`src/rtl/mwin_pkg.sv`:
```
package mwin_pkg;
  localparam int HOST_AW  = 24;
  localparam int FINE_LSB = 11;
  localparam int PAGE_LSB = 12;
  localparam int CARD_AW  = 26;
  localparam int RW       = 16;
  localparam int MAP_W    = CARD_AW - PAGE_LSB;
  localparam int CMP_W    = HOST_AW - FINE_LSB;
  localparam int PAGE_W   = HOST_AW - PAGE_LSB;

  localparam int BASE_FINE_BIT = 14;
  localparam int MAP_ATTR_BIT  = 15;
  localparam int CTRL_EN_BIT   = 15;
  localparam int CTRL_ACC_BIT  = 8;
  localparam int CTRL_WP_BIT   = 7;
  localparam int CTRL_B8_BIT   = 11;
  localparam int CTRL_SS_LSB   = 12;
  localparam int SS_W          = 3;
  localparam int WS_W          = 5;

  typedef enum logic [1:0] {
    SEL_BASE = 2'd0,
    SEL_MAP  = 2'd1,
    SEL_CTRL = 2'd2,
    SEL_NONE = 2'd3
  } reg_sel_e;
endpackage

```
`src/rtl/mwin_regs.sv`:
```
module mwin_regs
  import mwin_pkg::*;
(
  input  logic          clk_i,
  input  logic          rst_ni,
  input  logic          we_i,
  input  reg_sel_e      sel_i,
  input  logic [RW-1:0] wdata_i,
  input  logic          hit_set_i,
  output logic [RW-1:0] base_o,
  output logic [RW-1:0] map_o,
  output logic [RW-1:0] ctrl_o,
  output logic [RW-1:0] rdata_o
);
  logic [RW-1:0] base_q, map_q, ctrl_q;
  logic [RW-1:0] ctrl_d;

  always_comb begin
    ctrl_d = ctrl_q;
    if (hit_set_i) ctrl_d[CTRL_ACC_BIT] = 1'b1;
    if (we_i && sel_i == SEL_BASE) ctrl_d[CTRL_EN_BIT] = 1'b0;
    // software write wins over the hardware accessed set
    if (we_i && sel_i == SEL_CTRL) ctrl_d = wdata_i;
  end

  always_ff @(posedge clk_i or negedge rst_ni) begin
    if (!rst_ni) begin
      base_q <= '0;
      map_q  <= '0;
      ctrl_q <= '0;
    end else begin
      if (we_i && sel_i == SEL_BASE) base_q <= wdata_i;
      if (we_i && sel_i == SEL_MAP)  map_q  <= wdata_i;
      ctrl_q <= ctrl_d;
    end
  end

  always_comb begin
    unique case (sel_i)
      SEL_BASE: rdata_o = base_q;
      SEL_MAP:  rdata_o = map_q;
      SEL_CTRL: rdata_o = ctrl_q;
      default:  rdata_o = '0;
    endcase
  end

  assign base_o = base_q;
  assign map_o  = map_q;
  assign ctrl_o = ctrl_q;


  base_wr_disables_chk: assert property (@(posedge clk_i) disable iff (!rst_ni)
    (we_i && sel_i == SEL_BASE) |=> !ctrl_q[CTRL_EN_BIT]);


  acc_flag_set_chk: assert property (@(posedge clk_i) disable iff (!rst_ni)
    (hit_set_i && !(we_i && sel_i == SEL_CTRL)) |=> ctrl_q[CTRL_ACC_BIT]);


  null_sel_inert_chk: assert property (@(posedge clk_i) disable iff (!rst_ni)
    (we_i && sel_i == SEL_NONE) |=> ($stable(base_q) && $stable(map_q)));
endmodule

```
`src/rtl/mwin_match.sv`:
```
module mwin_match
  import mwin_pkg::*;
(
  input  logic                clk_i,
  input  logic                rst_ni,
  input  logic [RW-1:0]       base_i,
  input  logic [HOST_AW-1:0]  addr_i,
  output logic                match_o
);
  logic [CMP_W-1:0] field, seen, care;

  assign field = {base_i[PAGE_W-1:0], base_i[BASE_FINE_BIT]};

  // prefix-OR from the bottom: a bit is compared only if a set bit lies below it
  assign seen[0] = field[0];
  assign care[0] = 1'b0;
  for (genvar i = 1; i < CMP_W; i++) begin : g_scan
    assign seen[i] = seen[i-1] | field[i];
    assign care[i] = seen[i-1];
  end

  assign match_o = seen[CMP_W-1] &&
                   (((addr_i[HOST_AW-1:FINE_LSB] ^ field) & care) == '0);


  empty_field_miss_chk: assert property (@(posedge clk_i) disable iff (!rst_ni)
    (field == '0) |-> !match_o);
endmodule

```
`src/rtl/mwin_xlate.sv`:
```
module mwin_xlate
  import mwin_pkg::*;
(
  input  logic [HOST_AW-1:0] addr_i,
  input  logic [RW-1:0]      map_i,
  output logic [CARD_AW-1:0] card_addr_o
);
  logic [MAP_W-1:0] page_ext, page_sum;

  assign page_ext    = MAP_W'(addr_i[HOST_AW-1:PAGE_LSB]);
  assign page_sum    = page_ext + map_i[MAP_W-1:0];
  assign card_addr_o = {page_sum, addr_i[PAGE_LSB-1:0]};
endmodule

```
`src/rtl/mwin_translator.sv`:
```
module mwin_translator
  import mwin_pkg::*;
(
  input  logic                 clk_i,
  input  logic                 rst_ni,
  input  logic                 reg_we_i,
  input  logic [1:0]           reg_sel_i,
  input  logic [15:0]          reg_wdata_i,
  output logic [15:0]          reg_rdata_o,
  input  logic                 acc_valid_i,
  input  logic                 acc_write_i,
  input  logic [23:0]          acc_addr_i,
  output logic                 hit_o,
  output logic                 card_we_o,
  output logic [25:0]          card_addr_o,
  output logic                 attr_space_o,
  output logic [2:0]           socket_o,
  output logic [4:0]           wait_cnt_o,
  output logic                 wr_protect_o,
  output logic                 force8_o
);
  logic [RW-1:0] base_w, map_w, ctrl_w;
  logic          match_w, hit_w;

  mwin_regs u_regs (
    .clk_i     (clk_i),
    .rst_ni    (rst_ni),
    .we_i      (reg_we_i),
    .sel_i     (reg_sel_e'(reg_sel_i)),
    .wdata_i   (reg_wdata_i),
    .hit_set_i (hit_w),
    .base_o    (base_w),
    .map_o     (map_w),
    .ctrl_o    (ctrl_w),
    .rdata_o   (reg_rdata_o)
  );

  mwin_match u_match (
    .clk_i   (clk_i),
    .rst_ni  (rst_ni),
    .base_i  (base_w),
    .addr_i  (acc_addr_i),
    .match_o (match_w)
  );

  mwin_xlate u_xlate (
    .addr_i      (acc_addr_i),
    .map_i       (map_w),
    .card_addr_o (card_addr_o)
  );

  assign hit_w        = acc_valid_i && ctrl_w[CTRL_EN_BIT] && match_w;
  assign hit_o        = hit_w;
  assign card_we_o    = hit_w && acc_write_i && !ctrl_w[CTRL_WP_BIT];
  assign attr_space_o = map_w[MAP_ATTR_BIT];
  assign socket_o     = ctrl_w[CTRL_SS_LSB +: SS_W];
  assign wait_cnt_o   = ctrl_w[WS_W-1:0];
  assign wr_protect_o = ctrl_w[CTRL_WP_BIT];
  assign force8_o     = ctrl_w[CTRL_B8_BIT];


  idle_no_hit_chk: assert property (@(posedge clk_i) disable iff (!rst_ni)
    !acc_valid_i |-> !hit_o);


  wp_blocks_write_chk: assert property (@(posedge clk_i) disable iff (!rst_ni)
    (acc_write_i && wr_protect_o) |-> !card_we_o);


  card_we_needs_hit_chk: assert property (@(posedge clk_i) disable iff (!rst_ni)
    card_we_o |-> (hit_o && acc_write_i));
endmodule

```
`config.mk`:
```
export PLATFORM = sky130hd
export DESIGN_NAME = mwin_translator
export DESIGN_NICKNAME = d
export VERILOG_FILES = /design/src/rtl/mwin_pkg.sv /design/src/rtl/mwin_regs.sv /design/src/rtl/mwin_match.sv /design/src/rtl/mwin_xlate.sv /design/src/rtl/mwin_translator.sv
export SDC_FILE = /design/constraint.sdc
export NUM_CORES = 1
export LEC_CHECK = 0
export BUFFER_PORTS_ARGS = -buffer_cell sky130_fd_sc_hd__buf_2
export CAP_MARGIN = 20
export CORE_ASPECT_RATIO = 2
export CORE_UTILIZATION = 55
export DETAILED_ROUTE_END_ITERATION = 6
export PLACE_DENSITY = 0.86
export SYNTH_ARGS = -nofsm -noshare
export SYNTH_HDL_FRONTEND = slang
export SYNTH_SLANG_ARGS = --single-unit
```
`constraint.sdc`:
```
create_clock -name clk_i -period 6.3 [get_ports clk_i]
set_clock_uncertainty 0.2 [all_clocks]
set_input_delay 0 -clock clk_i [delete_from_list [all_inputs] [get_ports clk_i]]
set_output_delay 0 -clock clk_i [all_outputs]
set_load 0.005 [all_outputs]
```
=== After elaboration in Yosys (flattened, before gate mapping) ===
Cells that the tools add are included.

* Flip-flop bits (word level): 48
* Bits of input ports: 47
* Output and inout port bits: 55
* Word-level logic and storage cells: 39

* Add/subtract/negate cells: 1
* Equal/unequal tests: 2
* Mux-type cells: 4
* Bitwise gates (word level): 14
* Reductions and logical operators: 13

{| class="wikitable"
|+ Operators with widths
! kind !! count
|-
| 16-bit one-hot mux with 3 select lines || 1
|-
| 16-bit 2-to-1 mux || 1
|-
| 12-bit by 14-bit adder with 14-bit output || 1
|-
| 13-bit bitwise AND || 1
|-
| 13-bit zero test || 1
|-
| 13-bit XOR || 1
|-
| 1-bit OR || 12
|-
| 1-bit logical AND || 8
|-
| 2-bit nonzero test || 2
|-
| 2-bit by 1-bit == test with 1-bit output (second input constant) || 1
|-
| 2-bit == test (second input constant) || 1
|-
| 2-bit zero test || 1
|-
| 1-bit 2-to-1 mux || 2
|-
| 1-bit zero test || 1
|}

=== Longest topological paths before layout ===
* Depth in word-level cells: 17
* Depth in mapped cells: 9
* Mapped depth without buffers: 9

=== Cells and area by module ===
Synthesis repeated with hierarchy kept, for this count alone.

* Cell total of the unflattened synthesis: 293
* Area total of the unflattened synthesis: 3281.9 um2

{| class="wikitable"
|+ By module, submodules not included
! module !! times used !! cells an instance !! area each (um2) !! sequential area each (um2)
|-
| mwin_regs || 1 || 146 || 2182.1 || 1201.2
|-
| mwin_xlate || 1 || 104 || 795.8 || 0.0
|-
| mwin_match || 1 || 41 || 284.0 || 0.0
|-
| mwin_translator || 1 || 2 || 20.0 || 0.0
|}

=== Worst setup path before layout ===
No wires, ideal clock.

* Path kind: flip-flop to output port
* Start point: register u_regs.map_q[0], in the netlist u_regs.map_o[0]
* End point: output port card_addr_o[24]
* Arrival: 2124 ps
* Data required time: 6100 ps
* Path slack: 3976 ps
* Stages on the path, launching flop included: 10
* Path buffers: 0
* Cell sequence: dfrtp_1 -> ha_1 -> inv_1 -> fa_1 -> nor2b_1 -> o31a_1 -> a2111o_1 -> a41o_1 -> o41a_1 -> xor2_1

* Word-level cells in the longest chain between the ends: 1

{| class="wikitable"
|+ RTL lines
! what !! RTL line !! RTL
|-
| start: declaration || mwin_regs.sv:15 || <nowiki>logic [RW-1:0] base_q, map_q, ctrl_q;</nowiki>
|-
| start signal: assignment || mwin_regs.sv:33 || <nowiki>if (we_i && sel_i == SEL_MAP) map_q <= wdata_i;</nowiki>
|-
| 12-bit by 14-bit adder with 14-bit output || mwin_xlate.sv:11 || <nowiki>assign page_sum = page_ext + map_i[MAP_W-1:0];</nowiki>
|-
| end: declaration || mwin_translator.sv:15 || <nowiki>output logic [25:0] card_addr_o,</nowiki>
|}

Every way passes these cells.

=== Worst setup path in the final report ===
Ends and elaborated chain as after synthesis.

==> tab_implementation.tex <==
\begin{tabular}{lr}
\hline
Metric & Value \\
\hline
\multicolumn{2}{l}{\textbf{Floorplanning}} \\
Core area & 5420 um2 \\
Placement row count & 38 \\
Y dimension of the die & roughly 110 um \\
Die footprint & 5940 um2 \\
Die width & around 55 um \\
Initial core utilization & 57.0\% \\
I/O pins & $\sim$100 \\
\multicolumn{2}{l}{\textbf{STA}} \\
Unrepaired setup endpoints after global routing & false \\
Count of final hold-check violations & 0 \\
Clock period minus final worst setup slack & slightly above 3 ns \\
Setup TNS & 0 ns \\
Number of pins with negative max-slew slack in the final report & 0 \\
Tightest Pin Transition & around 0.99 ns \\
Period utilisation layout & between 40\% and 50\% \\
Final setup violation count & 0 \\
Slew HR & 34.1\% \\
Max frequency & about 330 MHz \\
\multicolumn{2}{l}{\textbf{Pwr}} \\
Maximum vdd drop & roughly 0.00024 V \\
Pwr/cell area & 270 nW/um2 \\
Total power & around 1.0 mW \\
Static Leak & roughly 1.8 nW \\
\multicolumn{2}{l}{\textbf{Placed design}} \\
Post-Place Cell Area & approximately 3400 um2 \\
Sum of net half-perimeters after detailed placement & between 5000 and 6000 um \\
Quantity of I/O buffers inserted on ports & just under 80 \\
GPL Wtd Cong & approximately 0.9 \\
\multicolumn{2}{l}{\textbf{Outcome}} \\
Result of the run & finished clean \\
\multicolumn{2}{l}{\textbf{Critical path}} \\
Launching point of the worst reg2reg path & u\_regs.base\_o[1]\$\_DFFE\_PN0P\_ \\
Kind of end point of the critical path & output port \\
Critical path class & flop to output port \\
Data arrival, critical path & about 2.9 ns \\
CP max FO & 3 \\
Reg2Reg Setup Slack & approximately 3.8 ns \\
Crit path launch type & flop \\
Req. time, crit path & roughly 6 ns \\
R2R cell count & 6 \\
Reg-to-reg endpoint & u\_regs.ctrl\_o[8]\$\_DFFE\_PN0P\_ \\
\multicolumn{2}{l}{\textbf{Logic synthesis}} \\
Primary flip-flop cell chosen by synthesis mapping & dfrtp\_1 \\
Synthesized net count & $\sim$350 \\
Cell area after synthesis & slightly above 3000 um2 \\
Share of synthesized registers carrying an async set or reset & 100\% \\
Part of the Yosys area used for sequential elements & between 30\% and 40\% \\
Most numerous cell types in the synthesized netlist & dfrtp\_1, mux2\_2, nand2\_1, o21ai\_0, buf\_4 \\
Yosys cell types & 46 \\
Number of flops mapped to enable cells by yosys & 0 \\
Mean cell area of the mapped netlist & roughly 11 um2 \\
Register bit count reported by yosys & 48 \\
Synth area leaders & dfrtp\_1, mux2\_2, mux2i\_1 \\
Fraction of post-synthesis cell area in the top cell type by area & between 30 and 40\% \\
Leading area contributor after synthesis & dfrtp\_1 \\
Number of warning messages in the yosys log & 0 \\
Post-Syn Instances & a little under 300 \\
Library cell with the highest instance count after synthesis & dfrtp\_1 \\
\multicolumn{2}{l}{\textbf{Layout}} \\
Fin area & 3820 um2 \\
Antenna Diode Count & 0 \\
Final layout net count & approximately 440 \\
Synth-to-layout area growth & 23.6\% \\
Fraction of layout cells with a size suffix above 1 & between 30\% and 40\% \\
Utilization of the core after routing & a little over two thirds \\
\multicolumn{2}{l}{\textbf{Hold path}} \\
Critical hold path startpoint & acc\_addr\_i[21] \\
Sink of the worst hold path & u\_regs.ctrl\_o[8]\$\_DFFE\_PN0P\_ \\
Hold Path Cell Cnt & 5 \\
Min-Delay Path Class & input port to flop \\
\multicolumn{2}{l}{\textbf{Clocking}} \\
Clock net sink count & between 40 and 50 \\
H-tree depth reported by CTS & 2 \\
Clock tree root buffer cell & clkbuf\_8 \\
Clock transition at path regs & around 0.09 ns \\
Clock tree buffer depth & 2 \\
TritonCTS clock tree & yes \\
Latest clock arrival within the worst-skew pair & between 0.3 and 0.4 ns \\
Post-CTS resize count & 0 \\
Number of post-CTS setup repair buffers & 0 \\
Number of buffers added by the clock tree synthesis step & 5 \\
\multicolumn{2}{l}{\textbf{Route}} \\
Total via count after detailed routing & between 2000 and 3000 \\
Final routed DRC violation total & 0 \\
Final routed wirelength across all metal layers & 7900 um \\
Detailed-route wire length per cell & between 15 and 20 um \\
Initial detailed-routing violation count & 75 \\
Pre-Repair DR Iteration Count & 4 \\
Mean number of vias per cell & about 5.9 \\
Post-route antenna net violation count & 0 \\
\multicolumn{2}{l}{\textbf{Global routing}} \\
Maximum number of pins on one net before global-route repair & 49 \\
GRT Util Overall & roughly 30\% \\
Antenna violations before repair & 0 \\
Total gr overflow & 0 \\
Via count of the first global-routing pass & between 2000 and 3000 \\
Global-route wire length before repair & around 12000 um \\
\multicolumn{2}{l}{\textbf{Job}} \\
Maximum capacitance violations & 0 \\
\hline
\end{tabular}
## registers in the layout, summed over array words and instances (netlist names)
| register | count |
|---|---|
| u_regs.map_o | 16 |
| u_regs.base_o | 16 |
| u_regs.ctrl_o | 16 |
## critical path, cell delays in order (launching register included)
cell and delay [ns]:
dfrtp_1 0.41, ha_1 0.20, inv_1 0.07, fa_1 0.20
nor2b_1 0.07, o31a_1 0.30, a2111o_1 0.32, a41o_1 0.26
o41a_1 0.33, xor2_1 0.21, buf_2 0.16
## report_power, final
group | switching, mW | internal (mW)
clock network | 0.107 | 0.118
logic | 0.183 | 0.203
registers | 0.0553 | 0.365
## cells in the final DEF, fill, tap and decap left out, drive strengths merged, types with 2 or more instances in the layout
cell type     n
a31oi         2
a211oi        2
ha           12
buf          80
dlygate4sd3  32
xor2         10
xnor2        10
mux2i        16
o21ai        24
nand3         3
o21a          2
inv           8
nand2b        2
nand4         2
mux2         45
clkbuf        6
or4           3
nand3b        2
nor2b         4
o31ai         3
dfrtp        48
nand2        24
nor3          4
nor2         10
o2111ai       2
a21oi         8
## routing by layer
| metal | global-route usage [%] | part of all wire (%) |
|---|---|---|
| met5 | 0 | 0 |
| met4 | 13.6 | 2.9 |
| met3 | 4.92 | 5.9 |
| met2 | 50.6 | 54 |
| met1 | 32.7 | 37 |
## through the flow
step | hold slack [ns] | worst slack (ns) | cells
finish | 0.0709 | 3.25 | 442
detailed placement | -0.200 | 3.66 | 401
CTS | 0.0528 | 3.29 | 440
floorplan | -0.496 | 3.98 | 292
global placement | -0.200 | 3.71 | 401
global route | 0.0758 | 3.11 | 442
## cells by family (layout without fill, tap and decap cells)
kind of cell / Yosys count / after routing / synth area share, %
AO/OA/AOI/OAI: 52 / 52 / 10.9
flip-flops: 48 / 48 / 38.9
buffers and inverters: 38 / 128 / 7.29
AND/OR/NAND/NOR: 60 / 60 / 10.1
multiplexers: 61 / 61 / 21.6
XOR/XNOR: 20 / 20 / 5.67
adder cells (fa/ha/maj): 13 / 13 / 5.51
## worst max-delay path by stage
| stage | from | end | slack, ns | cells after the start |
|---|---|---|---|---|
| floorplan | u_regs.map_o[0]$_DFFE_PN0P_ | card_addr_o[24] | 3.98 | 9 |
| global placement | u_regs.map_o[1]$_DFFE_PN0P_ | card_addr_o[25] | 3.71 | 8 |
| detailed placement | u_regs.map_o[0]$_DFFE_PN0P_ | card_addr_o[24] | 3.66 | 10 |
| CTS | u_regs.map_o[0]$_DFFE_PN0P_ | card_addr_o[24] | 3.29 | 10 |
| global route | u_regs.map_o[1]$_DFFE_PN0P_ | card_addr_o[25] | 3.11 | 8 |
| finish | u_regs.map_o[0]$_DFFE_PN0P_ | card_addr_o[24] | 3.25 | 10 |
## timing repair
action                     4_1_cts  5_1_grt
hold buffers                    31        1
hold endpoints to repair       108        9
setup endpoints to repair        0        0
## cell type report
| class | count | area, um2 |
|---|---|---|
| clock inverters | 2 | 35.0 |
| well taps | 60 | 75.1 |
| inverters | 8 | 30.0 |
| multi-input cells | 206 | 1660 |
| repair buffers | 112 | 741 |
| clock buffers | 6 | 72.6 |
| fillers | 405 | 1600 |
| flip-flops and latches | 48 | 1200 |
Note: power is estimated with default switching activity, not from simulation.
